--- src/rtl/zt_sram_pkg.sv ---
package zt_sram_pkg;

    typedef enum logic [1:0] {
        OP_IDLE  = 2'd0,
        OP_READ  = 2'd1,
        OP_WRITE = 2'd2
    } op_e;

    // Low two address bits of the k-th word of a four-word burst
    function automatic logic [1:0] burst_low(input logic [1:0] start,
                                             input logic [1:0] step,
                                             input logic       interleave);
        return interleave ? (start ^ step) : (start + step);
    endfunction

endpackage

--- src/rtl/zt_burst_ctrl.sv ---
module zt_burst_ctrl
    import zt_sram_pkg::*;
#(
    parameter int ADDR_W = 6,
    parameter int LANES  = 2
) (
    input  logic              clk,
    input  logic              rst_n,
    input  logic              interleave_i,
    input  logic              next_i,
    input  logic              sel_i,
    input  logic              wr_i,
    input  logic [ADDR_W-1:0] addr_i,
    input  logic [LANES-1:0]  be_i,
    output op_e               iss_op_o,
    output logic [ADDR_W-1:0] iss_addr_o,
    output logic [LANES-1:0]  iss_be_o
);

    typedef struct packed {
        op_e               op;
        logic [ADDR_W-1:0] base;
        logic [1:0]        step;
    } burst_t;

    burst_t st_d, st_q;

    always_comb begin
        st_d = st_q;
        if (!next_i) begin
            if (sel_i) begin
                st_d.op   = wr_i ? OP_WRITE : OP_READ;
                st_d.base = addr_i;
                st_d.step = '0;
            end else begin
                st_d.op = OP_IDLE;
            end
        end else if (st_q.op != OP_IDLE) begin
            st_d.step = st_q.step + 2'd1;
        end

        iss_op_o   = st_d.op;
        iss_addr_o = {st_d.base[ADDR_W-1:2],
                      burst_low(st_d.base[1:0], st_d.step, interleave_i)};
        iss_be_o   = be_i;
    end

    always_ff @(posedge clk or negedge rst_n) begin
        if (!rst_n) begin
            st_q <= '{op: OP_IDLE, base: '0, step: '0};
        end else begin
            st_q <= st_d;
        end
    end

endmodule

--- src/rtl/zt_late_pipe.sv ---
module zt_late_pipe
    import zt_sram_pkg::*;
#(
    parameter int ADDR_W = 6,
    parameter int LANES  = 2,
    parameter int BYTE_W = 9,
    localparam int DATA_W = LANES * BYTE_W
) (
    input  logic              clk,
    input  logic              rst_n,
    input  logic              flow_i,
    input  op_e               iss_op_i,
    input  logic [ADDR_W-1:0] iss_addr_i,
    input  logic [LANES-1:0]  iss_be_i,
    input  logic [DATA_W-1:0] wdata_i,
    input  logic [DATA_W-1:0] rd_word_i,
    output logic [ADDR_W-1:0] rd_addr_o,
    output logic              wr_en_o,
    output logic [ADDR_W-1:0] wr_addr_o,
    output logic [LANES-1:0]  wr_be_o,
    output logic [DATA_W-1:0] wr_data_o,
    output logic              rd_vld_o,
    output logic [DATA_W-1:0] rd_data_o
);

    typedef struct packed {
        op_e               op;
        logic [ADDR_W-1:0] addr;
        logic [LANES-1:0]  be;
    } stage_t;

    typedef struct packed {
        stage_t            s1;
        stage_t            s2;
        logic [DATA_W-1:0] rd;
    } pipe_t;

    pipe_t             p_d, p_q;
    stage_t            slot;
    logic [DATA_W-1:0] fwd_word;
    logic              same_word;

    always_comb begin
        // the command whose data occupies the current cycle
        slot = flow_i ? p_q.s1 : p_q.s2;

        // registered mode: the write leaving s2 commits on the same edge
        // that s1 loads the output register, so bypass it per lane
        same_word = !flow_i && (p_q.s2.op == OP_WRITE) && (p_q.s2.addr == p_q.s1.addr);
        fwd_word  = rd_word_i;
        for (int l = 0; l < LANES; l++) begin
            if (same_word && p_q.s2.be[l]) begin
                fwd_word[l*BYTE_W +: BYTE_W] = wdata_i[l*BYTE_W +: BYTE_W];
            end
        end

        p_d.s1 = '{op: iss_op_i, addr: iss_addr_i, be: iss_be_i};
        p_d.s2 = p_q.s1;
        p_d.rd = (p_q.s1.op == OP_READ) ? fwd_word : p_q.rd;

        rd_addr_o = p_q.s1.addr;
        wr_en_o   = (slot.op == OP_WRITE);
        wr_addr_o = slot.addr;
        wr_be_o   = slot.be;
        wr_data_o = wdata_i;
        rd_vld_o  = (slot.op == OP_READ);
        rd_data_o = flow_i ? rd_word_i : p_q.rd;
    end

    always_ff @(posedge clk or negedge rst_n) begin
        if (!rst_n) begin
            p_q <= '0;
        end else begin
            p_q <= p_d;
        end
    end

endmodule

--- src/rtl/zt_mem_array.sv ---
module zt_mem_array #(
    parameter int ADDR_W = 6,
    parameter int LANES  = 2,
    parameter int BYTE_W = 9,
    localparam int DATA_W = LANES * BYTE_W,
    localparam int DEPTH  = 1 << ADDR_W
) (
    input  logic              clk,
    input  logic              wr_en_i,
    input  logic [ADDR_W-1:0] wr_addr_i,
    input  logic [LANES-1:0]  wr_be_i,
    input  logic [DATA_W-1:0] wr_data_i,
    input  logic [ADDR_W-1:0] rd_addr_i,
    output logic [DATA_W-1:0] rd_data_o
);

    for (genvar g = 0; g < LANES; g++) begin : g_lane
        logic [BYTE_W-1:0] cells [DEPTH];

        always_ff @(posedge clk) begin
            if (wr_en_i && wr_be_i[g]) begin
                cells[wr_addr_i] <= wr_data_i[g*BYTE_W +: BYTE_W];
            end
        end

        assign rd_data_o[g*BYTE_W +: BYTE_W] = cells[rd_addr_i];
    end

endmodule

--- src/rtl/zt_sram.sv ---
module zt_sram
    import zt_sram_pkg::*;
#(
    parameter int ADDR_W = 6,
    parameter int LANES  = 2,
    parameter int BYTE_W = 9
) (
    input  logic                      clk,
    input  logic                      rst_n,
    input  logic                      flow_mode,
    input  logic                      burst_interleave,
    input  logic                      sel_a_n,
    input  logic                      sel_b,
    input  logic                      sel_c_n,
    input  logic                      burst_next,
    input  logic                      write_en,
    input  logic [LANES-1:0]          lane_we,
    input  logic [ADDR_W-1:0]         addr,
    input  logic [LANES*BYTE_W-1:0]   wdata,
    input  logic                      oe_n,
    output logic [LANES*BYTE_W-1:0]   rdata,
    output logic                      rdata_oe
);

    localparam int DATA_W = LANES * BYTE_W;

    logic              sel;
    op_e               iss_op;
    logic [ADDR_W-1:0] iss_addr;
    logic [LANES-1:0]  iss_be;
    logic [ADDR_W-1:0] rd_addr;
    logic [DATA_W-1:0] rd_word;
    logic              wr_en;
    logic [ADDR_W-1:0] wr_addr;
    logic [LANES-1:0]  wr_be;
    logic [DATA_W-1:0] wr_data;
    logic              rd_vld;
    logic [DATA_W-1:0] rd_data;

    assign sel = !sel_a_n && sel_b && !sel_c_n;

    zt_burst_ctrl #(.ADDR_W(ADDR_W), .LANES(LANES)) u_burst (
        .clk          (clk),
        .rst_n        (rst_n),
        .interleave_i (burst_interleave),
        .next_i       (burst_next),
        .sel_i        (sel),
        .wr_i         (write_en),
        .addr_i       (addr),
        .be_i         (lane_we),
        .iss_op_o     (iss_op),
        .iss_addr_o   (iss_addr),
        .iss_be_o     (iss_be)
    );

    zt_late_pipe #(.ADDR_W(ADDR_W), .LANES(LANES), .BYTE_W(BYTE_W)) u_pipe (
        .clk        (clk),
        .rst_n      (rst_n),
        .flow_i     (flow_mode),
        .iss_op_i   (iss_op),
        .iss_addr_i (iss_addr),
        .iss_be_i   (iss_be),
        .wdata_i    (wdata),
        .rd_word_i  (rd_word),
        .rd_addr_o  (rd_addr),
        .wr_en_o    (wr_en),
        .wr_addr_o  (wr_addr),
        .wr_be_o    (wr_be),
        .wr_data_o  (wr_data),
        .rd_vld_o   (rd_vld),
        .rd_data_o  (rd_data)
    );

    zt_mem_array #(.ADDR_W(ADDR_W), .LANES(LANES), .BYTE_W(BYTE_W)) u_mem (
        .clk       (clk),
        .wr_en_i   (wr_en),
        .wr_addr_i (wr_addr),
        .wr_be_i   (wr_be),
        .wr_data_i (wr_data),
        .rd_addr_i (rd_addr),
        .rd_data_o (rd_word)
    );

    // asynchronous output enable overrides the synchronous drive
    assign rdata_oe = rd_vld && !oe_n;
    assign rdata    = rdata_oe ? rd_data : '0;

endmodule

--- config.mk ---
export PLATFORM = sky130hd
export DESIGN_NAME = zt_sram
export DESIGN_NICKNAME = d
export VERILOG_FILES = /design/src/rtl/zt_sram_pkg.sv /design/src/rtl/zt_burst_ctrl.sv /design/src/rtl/zt_late_pipe.sv /design/src/rtl/zt_mem_array.sv /design/src/rtl/zt_sram.sv
export SDC_FILE = /design/constraint.sdc
export NUM_CORES = 1
export LEC_CHECK = 0
export ABC_AREA = 1
export BUFFER_PORTS_ARGS = -buffer_cell sky130_fd_sc_hd__buf_2
export CELL_PAD_IN_SITES_DETAIL_PLACEMENT = 1
export CELL_PAD_IN_SITES_GLOBAL_PLACEMENT = 1
export CORE_MARGIN = 1
export CORE_UTILIZATION = 45
export CTS_BUF_LIST = sky130_fd_sc_hd__clkbuf_8
export CTS_CLUSTER_SIZE = 10
export DETAILED_ROUTE_END_ITERATION = 8
export PLACE_DENSITY = 0.75
export REMOVE_ABC_BUFFERS = 1
export SLEW_MARGIN = 40
export SYNTH_ARGS = -nofsm -noshare
export SYNTH_HDL_FRONTEND = slang
export SYNTH_SLANG_ARGS = --single-unit
export TNS_END_PERCENT = 100
--- constraint.sdc ---
create_clock -name clk -period 2.84 [get_ports clk]
set_clock_uncertainty 0.15 [all_clocks]
set_input_delay 0.142 -clock clk [delete_from_list [all_inputs] [get_ports clk]]
set_output_delay 0.142 -clock clk [all_outputs]
set_load 0.1 [all_outputs]
**Word-level counts from Yosys, hierarchy flattened**

Memory sizes are Yosys's and may differ from the RTL's.
Index checks and enable logic that the tools add are counted.

- Register bits after elaboration: 46
- RAM bits: 1,152
- Input port bits: 36
- Output and inout port bits: 19
- Word-level logic and storage cells: 49
- Memories kept: 2

- $add $sub $neg: 2
- Equal/unequal tests: 5
- Muxes and demuxes: 16
- Bitwise logic cells: 1
- Reductions and logical operators: 14

Memories:

| name | words | bits a word | read ports | clocked after Yosys merged registers in | wr ports | RTL line | text |
|---|---|---|---|---|---|---|---|
| u_mem.g_lane[0].cells | 64 | 9 | 1 | 0 | 1 | zt_mem_array.sv:18 | `logic [BYTE_W-1:0] cells [DEPTH];` |
| u_mem.g_lane[1].cells | 64 | 9 | 1 | 0 | 1 | zt_mem_array.sv:18 |  |

Operator list:

| cell | count |
|---|---|
| 2-to-1 mux 18 bit | 2 |
| 2-to-1 mux 9 bit | 2 |
| 2-to-1 mux 10 bit | 1 |
| 2-to-1 mux 2 bit | 5 |
| logical AND 1 bit | 9 |
| 2-to-1 mux 8 bit | 1 |
| equality test 6 bit | 1 |
| 2-to-1 mux 6 bit | 1 |
| equality test 2 x 1 -> 1 bit, second input constant | 2 |
| equality test 2 bit, second input constant | 2 |
| logical NOT 1 bit | 4 |
| 2-to-1 mux 1 bit | 4 |
| adder 2 x 1 -> 2 bit, second input constant | 1 |
| adder 2 bit | 1 |
| nonzero test 2 bit | 1 |
| bitwise XOR 2 bit | 1 |

**Logic depth before layout (Yosys ltp)**

Gate-level depths: netlist (run 1).

- Depth after elaboration: 7
- Depth in mapped cells: 14
- Depth with buffers taken out: 11

**Cells and area by module**

Synthesis (run 1) repeated with hierarchy kept, for this count alone.

- Cell total of the unflattened synthesis: 4,434
- Area, all modules: 50,398.3 um^2

Modules (own cells, without submodules):

| module | times used | cells each | area each (um^2) | seq. area each (um^2) |
|---|---|---|---|---|
| zt_mem_array | 1 | 4,023 | 47,441.8 | 34,593.2 |
| zt_late_pipe | 1 | 302 | 2,159.6 | 950.9 |
| zt_burst_ctrl | 1 | 66 | 593.1 | 250.2 |
| zt_sram | 1 | 43 | 203.9 | 0.0 |

**Worst setup path after synthesis (run 1)**

No wires, ideal clock.

- Path type: register to output
- From: register u_pipe.p_q, in the netlist u_pipe.p_d[27]
- To: output port rdata[10]
- Data arrival time: 4.028 ns
- Data required time: 2.548 ns
- Slack: -1.480 ns
- Stages on the path, launching flop included: 9
- Path buffers: 1
- Path through: dfrtp_1 nand2_1 o21ai_0 nor3_1 inv_2 buf_2 nor2_1 nand2_1 inv_1

- Longest elaborated chain between the ends: 4

Ends and longest elaborated chain:

| what | RTL line | text |
|---|---|---|
| from (decl) | zt_late_pipe.sv:38 | `pipe_t p_d, p_q;` |
| from (signal assigned) | zt_late_pipe.sv:74 | `p_q <= p_d;` |
| 2-to-1 mux 10 bit | zt_late_pipe.sv:45 | `slot = flow_i ? p_q.s1 : p_q.s2;` |
| equality test 2 x 1 -> 1 bit | zt_late_pipe.sv:66 | `rd_vld_o = (slot.op == OP_READ);` |
| logical AND 1 bit | zt_sram.sv:85 | `assign rdata_oe = rd_vld && !oe_n;` |
| named net rdata_oe | zt_sram.sv:22 | `output logic rdata_oe` |
| 2-to-1 mux 18 bit | zt_sram.sv:86 | `assign rdata = rdata_oe ? rd_data : '0;` |
| to (decl) | zt_sram.sv:21 | `output logic [LANES*BYTE_W-1:0] rdata,` |

The timed path passes the listed nets, and every way through them passes these cells.

**Final worst setup path (run 1)**

- From: register u_pipe.p_q, in the netlist u_pipe.rd_addr_o[0]
- To: output port rdata[15]

- Longest elaborated chain between the ends: 3

Ends and longest elaborated chain:

| what | RTL line | text |
|---|---|---|
| memory (64 x 9 bit) | n/a |  |
| 2-to-1 mux 18 bit | zt_late_pipe.sv:67 | `rd_data_o = flow_i ? rd_word_i : p_q.rd;` |
| 2-to-1 mux 18 bit | zt_sram.sv:86 |  |

No other way between the ends.

==> key figures, run 1 <==
Drt
  – Routed wire length: 173 mm
  – DR DRC count: 0
  – 1st-iter DRT viols: 4146
  – Drt pass-1 iters: 5
  – Routed Antenna Nets: 0
  – Via count: 37.9k
  – DR WL/cell: 27.1 microns
  – Detail-routed via count per cell: 5.93

Pwr
  – PnR Total Power: 57.2 mW
  – Pwr Density: 929 nW/um^2
  – Peak supply drop: 579 uV
  – LEAKAGE: 23.4 nW

CTS
  – Root Buffer: clkbuf_8
  – CTS tree: done
  – CTS H-tree lvls: 4
  – Clock-pin slew on the worst setup and hold paths: 0.08 ns
  – Clk sink count: 1194
  – Clock latency on the worst-skew pair: 0.90 ns
  – CTS max path bufs: 3
  – Num CTS Buffers: 196

Job
  – Max-Cap Viols: 0

Timing
  – Least-Margin Pin Slew: 0.894 ns
  – Min Tclk post-route: 3.56 ns
  – Final WS setup: -0.725 ns
  – Hold violation count in the final report: 0
  – Unrepaired setup endpoints after global routing: yes
  – Maximum achievable frequency: 281 MHz
  – Final Max Slew Viols: 0
  – Final setup fails: 66
  – Final Cycle Share: 126%
  – Slew Limit Headroom: 40.4%

Floorplanning
  – Core area: 109000 sq um
  – I/O pin count: 55
  – Die Width: 334 microns
  – Cell Rows: 121
  – Initial Util: 45.4%
  – Height of the die: 334 microns
  – Die area: 111000 sq um

Global route
  – Initial antenna violation count: 2
  – Grt total ovfl: 0
  – Largest net degree at the start of global routing: 111
  – First-pass GRT wire length: 243 mm
  – Vias in the first global route: 38.9k
  – Total track usage: 29.3%

Critical path
  – Peak fanout along the critical path: 8
  – CP arrival: 3.27 ns
  – Req. time, crit path: 2.55 ns
  – CP startpoint kind: flip-flop
  – Setup crit start: u_pipe.rd_addr_o[0]
  – Cells on worst reg2reg path: 9
  – Critical R2R Capture: u_mem.g_lane[0].cells[23][5]
  – R2r setup slk: -0.04 ns
  – Worst setup EP type: primary output
  – Reg-to-reg critical path startpoint: u_pipe.rd_addr_o[0]
  – Crit path to: rdata[15]
  – WS Path Type: flip-flop to primary output

Layout
  – Fin nets: 4848
  – Share of layout cells above drive strength 1: 21.0%
  – # fillers: 11.0k
  – Final instance area: 61600 sq um
  – Area growth syn-to-layout: 24.5%

Synth
  – Asr flop ratio synth: 3.52%
  – Synth Instances: 4383
  – Synth unique cells: 29
  – Synth Cell Area: 49500 sq um
  – Primary FF master, synth: edfxtp_1
  – Post-synthesis sequential area ratio: 72.1%
  – Synth Area per Inst: 11.3 sq um
  – #FFs+latches synth: 1194
  – Post-synth EDFFs: 1152
  – Yosys warning count: 0

Status
  – Failing checks: negative setup slack
  – Status: complete, but fails checks

Placement
  – IO Port Bufs: 54
  – Pre-CTS setup slack: 0.0739 ns
  – Placer Congestion: 0.876
  – Placement Cell Area: 53100 sq um
  – HPWL Detailed: 94.7 mm

Min path
  – HP Class: primary input to flip-flop
  – Hold-critical path depth: 5
## registers in the layout, summed over array words and instances (netlist names)
| register | flops |
|---|---|
| u_pipe.p_d | 4 |
| u_burst.st_q | 5 |
| u_pipe.p_q | 28 |
| u_pipe.rd_addr_o | 5 |
| u_mem.g_lane.cells | 1152 |
## through the flow
stage | setup TNS (ns) | std cells | util [%] | hold slack [ns]
2_1_floorplan | - | 4108 | - | -0.304
3_3_place_gp | -0.389 | 5851 | 48.7 | 0.100
3_5_place_dp | 0 | 5851 | 48.8 | 0.0141
4_1_cts | -11.99 | 6335 | 54.7 | 0.0432
5_1_grt | -22.44 | 6392 | 56.6 | 0.156
6_report | -12.46 | 6392 | 56.6 | 0.153
## cell type report
cell class / count / area, sq um / share of cell area [%]
clock buffers: 205 / 2820 / 4.58
multi-input cells: 2855 / 13900 / 22.5
inverters: 59 / 275 / 0.447
diodes: 1 / 2.50 / 0.00406
flip-flops and latches: 1194 / 35700 / 57.9
repair inverters: 1 / 8.76 / 0.0142
repair buffers: 504 / 6370 / 10.3
well taps: 1414 / 1770 / 2.87
clock inverters: 159 / 822 / 1.33
## where the power goes
group | total [mW] | leakage (nW) | internal (mW) | switching (mW)
Combinational | 23.2 | 10.4 | 8.75 | 14.5
Clock | 14.2 | 2.17 | 7.07 | 7.15
Sequential | 19.7 | 10.9 | 19.5 | 0.208
## kinds of logic (layout without fill, tap and decap cells)
group / Yosys count / after routing / synth area share [%]
buffers and inverters: 334 / 928 / 3.34
other: 0 / 1 / 0
AND/OR/NAND/NOR: 2810 / 2810 / 24.0
multiplexers: 2 / 2 / 0.0455
XOR/XNOR: 6 / 6 / 0.106
adder cells (fa/ha/maj): 1 / 1 / 0.0253
AO/OA/AOI/OAI: 36 / 36 / 0.390
flip-flops: 1194 / 1194 / 72.1
## how the worst min path moves through the flow
stage	end	startpoint	slack, ns
floorplan	u_burst.st_q[0]	rst_n	-0.30
global placement	u_pipe.p_d[19]	lane_we[1]	0.10
detailed placement	u_burst.st_q[3]	rst_n	0.01
CTS	u_pipe.rd_addr_o[1]	burst_interleave	0.04
global route	u_mem.g_lane[1].cells[23][7]	flow_mode	0.16
finish	u_burst.st_q[2]	sel_c_n	0.15
## critical path, cell delays in order (launching register included)
cell	delay [ns]
dfrtp_4	0.59
inv_12	0.16
buf_12	0.16
clkbuf_16	0.18
clkbuf_16	0.16
nand2_1	0.07
nand3_1	0.08
nand3_2	0.11
nand2_2	0.13
nand2_1	0.08
nand3_2	0.11
nand3_4	0.12
nand3_4	0.12
nand2_2	0.06
inv_2	0.07
buf_12	0.16
## cell usage in the layout, fill, tap and decap left out, types with 2 or more instances in the layout
master	synthesis	routed
nand2_1	1602	1510
edfxtp_1	1152	1152
nand3_1	1012	797
buf_4	54	247
clkbuf_8	0	205
nand3_2	0	177
nor2_1	182	176
inv_1	54	120
nand2_2	2	81
buf_12	0	64
dlygate4sd3_1	0	56
buf_16	0	48
clkinv_1	1	40
nand3_4	0	38
dfrtp_1	42	37
buf_2	146	28
clkbuf_16	0	25
o21ai_0	22	22
buf_6	2	21
clkinv_2	0	17
inv_2	4	13
nand2_4	0	13
nor2_4	7	9
inv_4	0	8
buf_8	0	8
bufbuf_16	0	7
a21oi_1	5	5
nor2_2	1	5
clkinv_8	0	5
clkinvlp_4	0	5
o21ai_1	5	4
inv_6	0	4
xor2_1	4	4
bufinv_16	0	4
dfrtp_4	0	3
mux2_2	2	2
o21ai_2	2	2
xnor2_1	2	2
dfrtp_2	0	2
## synth_stat cells, types with 5 or more instances
cell | instances | area share [%]
nand2_1 | 1602 | 12
inv_1 | 54 | 0.41
nand3_1 | 1012 | 10
clkbuf_1 | 38 | 0.29
edfxtp_1 | 1152 | 70
buf_4 | 54 | 0.82
nor2_4 | 7 | 0.16
o21ai_0 | 22 | 0.22
o21ai_1 | 5 | 0.051
buf_1 | 35 | 0.27
nor2_1 | 182 | 1.4
a21oi_1 | 5 | 0.051
buf_2 | 146 | 1.5
dfrtp_1 | 42 | 2.1
## routing by layer
layer	share of wire [%]	up-vias	wire, microns	global-route usage, %
met2	49	2072	85100	49.0
met4	4.3	0	7390	12.4
li1	-	16200	-	-
met3	8.0	469	13900	4.66
met5	0	-	0	0
met1	39	19200	66900	37.8
## what timing repair did
action,4_1_cts,5_1_grt
endpoints found under the setup margin,18,820
setup buffers,33,34
pin swaps,44,140
hold endpoints to repair,1148,0
resized for setup,239,260
hold buffers,57,0
gates cloned,31,27
Note: power is estimated with default switching activity, not from simulation.
==> inputs of run 2 (changes only) <==
- SKIP_LAST_GASP: default -> 1
==> key figures, run 2 (synthesized netlist as in run 1, its figures left out) <==
Status
  – Status: complete, but fails checks
  – Failing checks: negative setup slack

Layout
  – Max reg flops: 1152 (unchanged)
  – Most frequent cells in the layout: nand2_1, edfxtp_1, nand3_1, buf_4, clkbuf_8
  – Area growth syn-to-layout: 22.4%
  – Share of layout cells above drive strength 1: 18.3% (-2.7 points)
  – Biggest regs: u_mem.g_lane.cells (1152), u_pipe.p_q (28)
  – Fin nets: 4828 (-0.41%)
  – # fillers: 11.1k (+1.2%)
  – Area occupied by multi-input gates: 13200 sq um (-4.7%)
  – Most common cell after layout, fill and taps aside: nand2_1
  – Final cell count without fillers: 6372 (-0.31%)
  – Register area: 35700 sq um (unchanged)
  – Largest Register: u_mem.g_lane.cells

Critical path
  – Most frequent CP cell: nand2_1
  – Crit-path cells: inv_12 -> buf_12 -> buf_12 -> buf_16 -> buf_6 -> nand2_1 -> nand3_1 -> nand3_1 -> nand2_1 -> nand2_1 -> nand3_2 -> nand3_2 -> nand3_2 -> nand2_1 -> inv_2 -> buf_12
  – Worst setup EP type: primary output
  – WS Path Type: flip-flop to primary output
  – R2r setup slk: -0.12 ns (-0.08 ns)
  – Req. time, crit path: 2.55 ns (about the same)
  – Critical path's slowest cell: dfrtp_4
  – Top delay family on crit path: simple AND/OR/NAND/NOR gates
  – CP arrival: 3.29 ns (+0.02 ns)
  – Cells on worst reg2reg path: 8 (-1)
  – Critical R2R Capture: u_mem.g_lane[0].cells[43][7]
  – Reg-to-reg critical path startpoint: u_pipe.rd_addr_o[0]
  – CP startpoint kind: flip-flop
  – Worst path bufs/invs: 7 (+1)
  – CP max stage delay: 0.58 ns (about the same)
  – Peak fanout along the critical path: 8 (unchanged)

Global route
  – Initial antenna violation count: 3 (+1)
  – Grt total ovfl: 0 (unchanged)
  – Largest net degree at the start of global routing: 111 (unchanged)
  – First-pass GRT wire length: 242 mm (-0.22%)
  – Vias in the first global route: 39.0k (+0.057%)
  – Total track usage: 29.2% (-0.065 points)

Timing
  – Final WS setup: -0.745 ns (-0.0198 ns)
  – Final setup fails: 99 (+50%)
  – Slew Limit Headroom: 42.8% (+2.4 points)
  – Min Tclk post-route: 3.58 ns (+0.0198 ns)
  – Setup TNS: -15.22 ns (-2.75 ns)
  – Maximum achievable frequency: 279 MHz (-0.55%)
  – Final Max Slew Viols: 0 (unchanged)
  – Hold violation count in the final report: 0 (unchanged)
  – Unrepaired setup endpoints after global routing: yes
  – Final Cycle Share: 126% (+0.70 points)
  – Least-Margin Pin Slew: 0.858 ns (-0.0356 ns)

CTS
  – Num CTS Buffers: 196 (unchanged)
  – Clock latency on the worst-skew pair: 0.89 ns (about the same)
  – Clock-pin slew on the worst setup and hold paths: 0.08 ns (about the same)
  – CTS H-tree lvls: 4 (unchanged)
  – Root Buffer: clkbuf_8
  – CTS max path bufs: 3 (unchanged)
  – Clk sink count: 1194 (unchanged)
  – CTS tree: done

Drt
  – Via count: 37.4k (-1.2%)
  – Routed wire length: 168 mm (-2.9%)
  – DR DRC count: 0 (unchanged)
  – Routed Antenna Nets: 0 (unchanged)
  – 1st-iter DRT viols: 3827 (-7.7%)
  – DR WL/cell: 26.4 microns (-2.6%)
  – Detail-routed via count per cell: 5.87 (-0.89%)
  – Drt pass-1 iters: 6 (+1)

Placement
  – HPWL Detailed: 94.7 mm (unchanged)
  – Placed insts: 5851 (unchanged)
  – Placer Congestion: 0.876 (unchanged)
  – IO Port Bufs: 54 (unchanged)

Job
  – Max-Cap Viols: 0 (unchanged)

Floorplanning
  – Initial Util: 45.4% (unchanged)
  – Height of the die: 334 microns (unchanged)
  – Core area: 109000 sq um (unchanged)
  – Cell Rows: 121 (unchanged)
  – Die Width: 334 microns (unchanged)
  – I/O pin count: 55 (unchanged)
  – Die area: 111000 sq um (unchanged)

Min path
  – Hold-critical path depth: 2 (-3)
  – Hold EP: u_mem.g_lane[1].cells[36][5]
  – HP Class: primary input to flip-flop
  – Worst Hold Launch: wdata[14]

Pwr
  – LEAKAGE: 23.0 nW (-1.6%)
  – Pwr Density: 921 nW/um^2 (-0.86%)
  – Peak supply drop: 468 uV (-19%)
-- run 2: cell type report --
class | count | share of cell area (%)
Timing Repair Buffer | 484 | 9.86
Sequential cell | 1194 | 58.9
Clock buffer | 205 | 4.66
Inverter | 59 | 0.434
Clock inverter | 159 | 1.36
Multi-Input combinational cell | 2855 | 21.8
Timing Repair inverter | 1 | 0.0145
Tap cell | 1414 | 2.92
Antenna cell | 1 | 0.00413
-- run 2: per-layer routing --
metal | global-route usage, % | vias to the layer above | share of wire, %
met4 | 12.2 | 2 | 3.8
met3 | 4.94 | 384 | 7.6
met5 | 0 | - | 0.0077
met2 | 49.1 | 1783 | 49
met1 | 37.5 | 19100 | 39
li1 | - | 16100 | -
-- run 2: worst max-delay path by stage --
stage	from	endpoint	slack (ns)	cells after the start
2_1_floorplan	u_pipe.rd_addr_o[0]	u_mem.g_lane[0].cells[63][0]	-21.97	6
3_3_place_gp	u_pipe.rd_addr_o[1]	u_mem.g_lane[0].cells[43][5]	-0.04	8
3_5_place_dp	u_pipe.rd_addr_o[0]	rdata[16]	0.07	14
4_1_cts	u_pipe.rd_addr_o[0]	rdata[11]	-0.72	16
5_1_grt	u_pipe.rd_addr_o[0]	rdata[1]	-0.83	15
6_report	u_pipe.rd_addr_o[0]	rdata[14]	-0.74	16
-- run 2: power by group --
group / leakage [nW] / internal [mW] / total (mW) / switching [mW]
Sequential: 10.9 / 19.5 / 19.7 / 0.206
Clock: 2.17 / 7.07 / 14.2 / 7.11
Combinational: 10.0 / 8.11 / 21.8 / 13.7
Total: 23.0 / 34.7 / 55.7 / 21.0
-- run 2: through the flow --
stage | instance area [sq um] | hold slack, ns | util, % | power, mW | setup slack (ns)
floorplan | 48000 | -0.304 | - | 25.5 | -21.97
global placement | 53000 | 0.100 | 48.7 | 35.3 | -0.0437
detailed placement | 53100 | 0.0141 | 48.8 | 36.0 | 0.0739
CTS | 59400 | 0.0432 | 54.5 | 53.6 | -0.725
global route | 60500 | 0.156 | 55.6 | 57.9 | -0.832
finish | 60500 | 0.153 | 55.6 | 55.7 | -0.745
-- run 2: repair_timing --
item	CTS	global route
hold buffers	57	0
hold endpoints to repair	1148	0
gates resized for setup	189	140
pin swaps	37	71
endpoints found under the setup margin	18	816
buffers inserted	33	24
cloned	31	15
